--- config.mk ---
export PLATFORM = sky130hd
export DESIGN_NAME = supmon_rst_ctrl
export DESIGN_NICKNAME = d
export VERILOG_FILES = /design/src/rtl/supmon_pkg.sv /design/src/rtl/supmon_sync.sv /design/src/rtl/supmon_cfg.sv /design/src/rtl/supmon_rst_seq.sv /design/src/rtl/supmon_warn.sv /design/src/rtl/supmon_rst_ctrl.sv
export SDC_FILE = /design/constraint.sdc
export NUM_CORES = 1
export LEC_CHECK = 0
export CORE_MARGIN = 2
export CORE_UTILIZATION = 48
export CTS_BUF_LIST = sky130_fd_sc_hd__clkbuf_4 sky130_fd_sc_hd__clkbuf_8 sky130_fd_sc_hd__clkbuf_16
export CTS_CLUSTER_SIZE = 28
export DETAILED_ROUTE_END_ITERATION = 8
export PLACE_DENSITY = 0.78
export SYNTH_ARGS = -nofsm -noshare
export SYNTH_HDL_FRONTEND = slang
export SYNTH_SLANG_ARGS = --single-unit
--- constraint.sdc ---
create_clock -name clk -period 2.2 [get_ports clk]
set_input_delay 0.22 -clock clk [delete_from_list [all_inputs] [get_ports clk]]
set_output_delay 0.22 -clock clk [all_outputs]
set_load 0.05 [all_outputs]
--- src/rtl/supmon_pkg.sv ---
package supmon_pkg;
   typedef enum logic [1:0] {
      CAUSE_POR   = 2'd0,
      CAUSE_PFAIL = 2'd1,
      CAUSE_SW    = 2'd2,
      CAUSE_FLASH = 2'd3
   } rst_cause_e;
endpackage

--- src/rtl/supmon_sync.sv ---
module supmon_sync #(
   parameter int WIDTH  = 2,
   parameter int STAGES = 2
) (
   input  logic             clk,
   input  logic             arst_n,
   input  logic [WIDTH-1:0] d,
   output logic [WIDTH-1:0] q
);
   if (STAGES < 1) begin : g_bad_stages
      $error("supmon_sync: STAGES must be at least 1");
   end
   if (WIDTH < 1) begin : g_bad_width
      $error("supmon_sync: WIDTH must be at least 1");
   end

   logic [WIDTH-1:0] chain [STAGES];

   always_ff @(posedge clk or negedge arst_n) begin
      if (!arst_n) chain[0] <= '0;
      else         chain[0] <= d;
   end

   if (STAGES > 1) begin : g_chain
      for (genvar s = 1; s < STAGES; s++) begin : g_stage
         always_ff @(posedge clk or negedge arst_n) begin
            if (!arst_n) chain[s] <= '0;
            else         chain[s] <= chain[s-1];
         end
      end
   end

   assign q = chain[STAGES-1];
endmodule

--- src/rtl/supmon_cfg.sv ---
module supmon_cfg (
   input  logic clk,
   input  logic arst_n,
   input  logic force_on,
   input  logic we,
   input  logic en_d,
   input  logic sel_d,
   input  logic sleep_req,
   input  logic wake_req,
   output logic eff_en,
   output logic eff_sel
);
   logic user_en, user_sel, asleep;

   always_ff @(posedge clk or negedge arst_n) begin
      if (!arst_n) begin
         asleep <= 1'b0;
      end else if (wake_req) begin
         asleep <= 1'b0;
      end else if (sleep_req) begin
         asleep <= 1'b1;
      end
   end

   always_ff @(posedge clk or negedge arst_n) begin
      if (!arst_n) begin
         user_en  <= 1'b1;
         user_sel <= 1'b1;
      end else if (force_on) begin
         user_en  <= 1'b1;
         user_sel <= 1'b1;
      end else if (we && !asleep) begin
         user_en  <= en_d;
         user_sel <= sel_d;
      end
   end

   assign eff_en  = user_en  & ~asleep;
   assign eff_sel = user_sel & ~asleep;
endmodule

--- src/rtl/supmon_rst_seq.sv ---
module supmon_rst_seq
   import supmon_pkg::*;
#(
   parameter int HOLD_CYC = 16
) (
   input  logic       clk,
   input  logic       arst_n,
   input  logic       pfail_lvl,
   input  logic       flash_err,
   input  logic       sw_req,
   output logic       core_rst,
   output rst_cause_e cause,
   output logic       pwr_flag
);
   localparam int CNT_W = (HOLD_CYC > 1) ? $clog2(HOLD_CYC) : 1;
   localparam logic [CNT_W-1:0] RELOAD = CNT_W'(HOLD_CYC - 1);

   if (HOLD_CYC < 1) begin : g_bad_hold
      $error("supmon_rst_seq: HOLD_CYC must be at least 1");
   end

   logic [CNT_W-1:0] cnt;
   logic             any_src;
   rst_cause_e       new_cause;

   assign any_src = pfail_lvl | flash_err | sw_req;

   always_comb begin
      if (pfail_lvl)      new_cause = CAUSE_PFAIL;
      else if (flash_err) new_cause = CAUSE_FLASH;
      else                new_cause = CAUSE_SW;
   end

   always_ff @(posedge clk or negedge arst_n) begin
      if (!arst_n) begin
         core_rst <= 1'b1;
         cnt      <= RELOAD;
         cause    <= CAUSE_POR;
         pwr_flag <= 1'b1;
      end else if (any_src) begin
         core_rst <= 1'b1;
         cnt      <= RELOAD;
         if (!core_rst) begin
            cause    <= new_cause;
            pwr_flag <= (new_cause == CAUSE_PFAIL);
         end
      end else if (cnt != '0) begin
         cnt <= cnt - 1'b1;
      end else begin
         core_rst <= 1'b0;
      end
   end
endmodule

--- src/rtl/supmon_warn.sv ---
module supmon_warn (
   input  logic clk,
   input  logic arst_n,
   input  logic below_s,
   input  logic ie,
   input  logic clr,
   output logic vdd_ok,
   output logic irq
);
   logic pend;

   always_ff @(posedge clk or negedge arst_n) begin
      if (!arst_n) begin
         vdd_ok <= 1'b1;
         pend   <= 1'b0;
      end else begin
         vdd_ok <= ~below_s;
         if (vdd_ok && below_s) pend <= 1'b1;
         else if (clr)          pend <= 1'b0;
      end
   end

   assign irq = pend & ie;
endmodule

--- src/rtl/supmon_rst_ctrl.sv ---
module supmon_rst_ctrl
   import supmon_pkg::*;
#(
   parameter int SYNC_STAGES = 2,
   parameter int HOLD_CYC    = 16
) (
   input  logic       clk,
   input  logic       cold_rst_n,
   input  logic       vdd_below_por_i,
   input  logic       vdd_below_warn_i,
   input  logic       sleep_i,
   input  logic       wake_i,
   input  logic       sw_rst_req_i,
   input  logic       flash_wr_i,
   input  logic       cfg_we_i,
   input  logic       cfg_mon_en_i,
   input  logic       cfg_rst_sel_i,
   input  logic       warn_ie_i,
   input  logic       warn_clr_i,
   output logic       core_rst_o,
   output logic       pwr_rst_flag_o,
   output logic [1:0] rst_cause_o,
   output logic       vdd_ok_o,
   output logic       warn_irq_o,
   output logic       mon_en_o,
   output logic       rst_sel_o
);
   localparam int NCMP = 2;

   logic [NCMP-1:0] cmp_s;
   logic            eff_en, eff_sel, armed;
   logic            pfail_lvl, flash_err, pf_busy;
   rst_cause_e      cause;

   supmon_sync #(.WIDTH(NCMP), .STAGES(SYNC_STAGES)) u_sync (
      .clk    (clk),
      .arst_n (cold_rst_n),
      .d      ({vdd_below_warn_i, vdd_below_por_i}),
      .q      (cmp_s)
   );

   assign armed     = eff_en & eff_sel;
   assign pfail_lvl = cmp_s[0] & armed;
   assign flash_err = flash_wr_i & ~armed;
   assign pf_busy   = core_rst_o & (cause == CAUSE_PFAIL);

   supmon_cfg u_cfg (
      .clk       (clk),
      .arst_n    (cold_rst_n),
      .force_on  (pfail_lvl | pf_busy),
      .we        (cfg_we_i),
      .en_d      (cfg_mon_en_i),
      .sel_d     (cfg_rst_sel_i),
      .sleep_req (sleep_i),
      .wake_req  (wake_i),
      .eff_en    (eff_en),
      .eff_sel   (eff_sel)
   );

   supmon_rst_seq #(.HOLD_CYC(HOLD_CYC)) u_seq (
      .clk       (clk),
      .arst_n    (cold_rst_n),
      .pfail_lvl (pfail_lvl),
      .flash_err (flash_err),
      .sw_req    (sw_rst_req_i),
      .core_rst  (core_rst_o),
      .cause     (cause),
      .pwr_flag  (pwr_rst_flag_o)
   );

   supmon_warn u_warn (
      .clk     (clk),
      .arst_n  (cold_rst_n),
      .below_s (cmp_s[1]),
      .ie      (warn_ie_i),
      .clr     (warn_clr_i),
      .vdd_ok  (vdd_ok_o),
      .irq     (warn_irq_o)
   );

   assign rst_cause_o = cause;
   assign mon_en_o    = eff_en;
   assign rst_sel_o   = eff_sel;
endmodule

[Word level (Yosys, flattened, before mapping)]
Index checks and enable logic that the tools add are counted.
Word-level totals
  word-level logic and storage cells: 52
  register bits: 17
Cells by class
  multiplexer cells: 14
  add/sub/neg operators: 1
  eq/ne operators: 3
  reductions and logical operators: 9
  bitwise logic cells: 14
Operators with widths (count)
  two-way mux 1 bit: 11
  two-way mux 4 bit: 2
  nonzero test 2 bit: 4
  bitwise AND 1 bit: 7
  equality test 2 x 1 -> 1 bit (second input constant): 2
  inverter 1 bit: 4
  nonzero test 4 bit: 1
  subtractor 4 x 1 -> 4 bit (second input constant): 1
  OR 1 bit: 3
  logical AND 1 bit: 2
  two-way mux 2 bit: 1
  inequality test 2 x 1 -> 1 bit (second input constant): 1
  AND reduction 2 bit: 1
  zero test 1 bit: 1

[Longest topological paths before layout]
  word-level depth: 8
  mapped depth: 5
  mapped depth without buffers: 5

[Cells and area by module]
Synthesis repeated with hierarchy kept, for this count alone.
Second synthesis, totals
  cell total of the unflattened synthesis: 66
  area total of the unflattened synthesis: 748.2 um2
By module, submodules not included
  supmon_rst_seq: sequential area each 207.7 um2, cells an instance 35, area each 380.4 um2, instances 1
  supmon_cfg: sequential area each 77.6 um2, cells an instance 14, area each 143.9 um2, instances 1
  supmon_sync: sequential area each 100.1 um2, cells an instance 6, area each 115.1 um2, instances 1
  supmon_warn: sequential area each 51.3 um2, cells an instance 7, area each 78.8 um2, instances 1
  supmon_rst_ctrl: sequential area each 0.0 um2, cells an instance 4, area each 30.0 um2, instances 1

[Worst setup path after synthesis]
Ideal clock, no wire load.
  path kind: reg-to-output
  start: register u_cfg.user_en
  end: output mon_en_o
  path slack: 724 ps
  arrival: 1256 ps
  stages on the path, launching flop included: 2
  path buffers: 0
  data required time: 1980 ps
  cells stage by stage: dfstp_2 -> nor2b_1
Between the ends
  longest elaborated chain between the ends: 1
Ends and longest elaborated chain
  from (decl): line supmon_cfg.sv:13  | logic user_en, user_sel, asleep;
  from (signal assigned): line supmon_cfg.sv:33  | user_en <= en_d;
  bitwise AND 1 bit: line supmon_cfg.sv:38  | assign eff_en = user_en & ~asleep;
  to (decl): line supmon_rst_ctrl.sv:25  | output logic mon_en_o,
Every way passes these cells.

[Final worst setup path]
Ends and elaborated chain as after synthesis.

==> results.py <==
metrics = {
    "place": {
        "hpwl_um": 1010,
        "io_buffers": 20,
        "dp.cells": 101,
        "routabilityCongestion": 0.721,
        "place_area_um2": 956,
    },
    "flow_run": {
        "drv_cap": 0,
    },
    "setup_path": {
        "cp-end-kind": "output port",
        "max_stage_delay_ns": 0.81,
        "path_class": "register to output port",
        "reg2reg_from": "u_seq.cnt[0]$_DFFE_PN1P_",
        "critical_path_required_ns": 1.98,
        "startpoint": "u_cfg.user_en$_DFFE_PN1P_",
        "start_kind": "register",
        "path_cells": "nor2b_1 -> clkdlybuf4s50_1",
        "cp_slowest_cell": "clkdlybuf4s50_1",
        "cp_max_fo": 5,
        "crit_arrival_ns": 1.82,
    },
    "clocking": {
        "cts_tree": "built",
        "worst_skew_pair.late_latency_ns": 0.28,
        "hold_buffers": 0,
        "ctsLongestPathBuffers": 2,
        "root_buffer": "clkbuf_4",
        "post_cts_resized": 0,
        "numCtsBuffers": 3,
        "clock_sinks": 17,
        "postCtsSetupRepairBufs": 0,
        "htree_levels": 1,
        "cts.clk_slew.worst_paths_ns": 0.10,
    },
    "floorplanning": {
        "coreArea_um2": 1470,
        "io_pins": 21,
        "dieArea_um2": 1860,
        "die_h_um": 43.2,
        "initial_core_util_pct": 50.0,
        "die_w_um": 43.2,
        "rows": 14,
    },
    "routing": {
        "dr_total_vias": 553,
        "drt_iter0_drc": 12,
        "wl_per_cell_um": 13.3,
        "drc_errors": 0,
        "vias_per_cell": 5.27,
        "drt_wl_total_um": 1400,
        "ant_nets": 0,
        "drt_pass1_iterations": 4,
    },
    "timing": {
        "maxSlewViolCount": 0,
        "whs_ns": 0.361,
        "fin_crit_sh_pct": 92.8,
        "period_minus_slack_ns": 2.04,
        "final.setup.tns_ns": 0,
        "hold_viol_final": 0,
        "grt_setup_unrepaired": "no",
        "fin_worst_skew_ns": 0.00331,
        "slew_headroom_pct": 50.1,
        "max_slew.worst_pin.slew_ns": 0.746,
        "max_freq_ghz": 0.490,
        "setup_viol_count_final": 0,
    },
    "finish": {
        "drive_gt1_share_pct": 18.0,
        "final_common_cell": "clkdlybuf4s50_1",
        "area_delta_synth_final_pct": 33.7,
        "fin_cells": 105,
        "final_area_um2": 983,
        "most-common-layout-cells": "clkdlybuf4s50_1, dfstp_2, inv_1, dfrtp_1, nand2_1",
        "diodes": 0,
        "fin_nets": 104,
    },
    "pwr": {
        "ir_drop_mv": 0.504,
        "p_total_mw": 0.661,
        "leakage_nw": 0.436,
        "p_per_area_nw_per_um2": 672,
    },
    "synth": {
        "ys_warn_count": 0,
        "synth_nets": 79,
        "syn_area_per_cell_um2": 11.3,
        "synth_area_um2": 736,
        "synth-seq-area-share_pct": 59.4,
        "ys_ff_latch": 17,
        "synth_cells": 65,
        "yosysTopAreaCellShare_pct": 32.1,
        "netlist_top_cells_area": "dfstp_2, dfrtp_1, mux2i_1, inv_1, nand2_1",
        "synthDistinctLibCells": 24,
        "synth_area_leader_cell": "dfstp_2",
    },
    "global_route": {
        "grt_util_all_layers_pct": 16.2,
        "antenna_found_initial": 0,
        "grt-ovfl-total": 0,
        "grt_pass1_wl_um": 2190,
        "grt_max_degree": 18,
        "grt_pass1_vias": 491,
    },
    "worst_hold_path": {
        "hp-class": "input port to asynchronous set/reset pin",
    },
    "outcome": {
        "outcome": "completed",
    },
}
-- state kept, by name, summed over array words and instances, names as in the netlist --
signal / cells
u_warn.vdd_ok: 1
u_cfg.asleep: 1
u_warn.pend: 1
u_seq.pwr_flag: 1
u_seq.core_rst: 1
u_sync.chain: 2
u_seq.cnt: 4
u_cfg.user_sel: 1
u_sync.q: 2
u_seq.cause: 2
u_cfg.user_en: 1
-- synth_stat cells, drive strengths merged --
cell type and count:
a211oi 1, a21o 1, a21oi 3, a31oi 1, and2 1, and4b 1, dfrtp 8, dfstp 9
ha 1, inv 8, mux2i 3, nand2 7, nand2b 2, nand3 1, nand3b 2, nand4b 1
nor2 3, nor2b 2, nor3 1, nor3b 1, o211ai 2, o21ai 5, xnor2 1
-- per-layer routing --
metal	routed length, um	share of wire [%]	vias up	GRT usage [%]
li1	-	-	264	-
met1	618	44	273	21.2
met2	690	49	14	26.0
met3	76	5.4	2	4.26
met4	9	0.64	0	5.45
met5	0	0	-	0
-- final cells by class --
cell class	count	area [um^2]
clock buffer	3	22.5
timing repair buffer	20	200
multi-input combinational	40	269
tap	16	20.0
clock inverter	1	5.00
fill	130	488
sequential	17	437
inverter	8	30.0
-- stage by stage --
stage | utilization, % | setup slack, ns
6_report | 66.8 | 0.158
5_1_grt | 66.8 | 0.104
4_1_cts | 66.8 | 0.155
3_5_place_dp | 65.0 | 0.408
3_3_place_gp | 65.0 | 0.417
2_1_floorplan | - | 0.724
-- critical path, delay by kind of cell, from the launching register on --
kind,cells,cell delay [ns]
buf+inv,1,0.81
flops,1,0.58
simple gates,1,0.15
-- where the power goes --
group	total [mW]	leakage (nW)	switching [mW]	internal (mW)
sequential	0.360	0.188	0.0179	0.342
combinational	0.134	0.230	0.0740	0.0602
clock	0.166	0.0177	0.0990	0.0674
-- kinds of logic (layout without fill, tap and decap cells) --
group                    after synthesis  in the layout  synth area share [%]
AO/OA/AOI/OAI                         13             13                  12.1
XOR/XNOR                               1              1                  1.19
adder cells (fa/ha/maj)                1              1                  1.70
buffers and inverters                  8             32                  4.08
flip-flops                            17             17                  59.4
multiplexers                           3              3                  4.08
AND/OR/NAND/NOR                       22             22                  17.5
-- path summary, 6_finish.rpt --
check | depth (start not counted) | end | slack (ns)
setup / recovery | 2 | mon_en_o | 0.16
hold / removal | 1 | u_warn.pend$_DFFE_PN0P_ | 0.36
setup reg to reg | 5 | u_seq.cnt[0]$_DFFE_PN1P_ | 0.87
hold reg to reg | 0 | u_sync.q[1]$_DFF_PN0_ | 0.37
max in group asynchronous | 1 | u_seq.cause[1]$_DFFE_PN0P_ | 1.37
min in group clk | 1 | u_sync.chain[2]$_DFF_PN0_ | 0.36
Note: power is estimated with default switching activity, not from simulation.
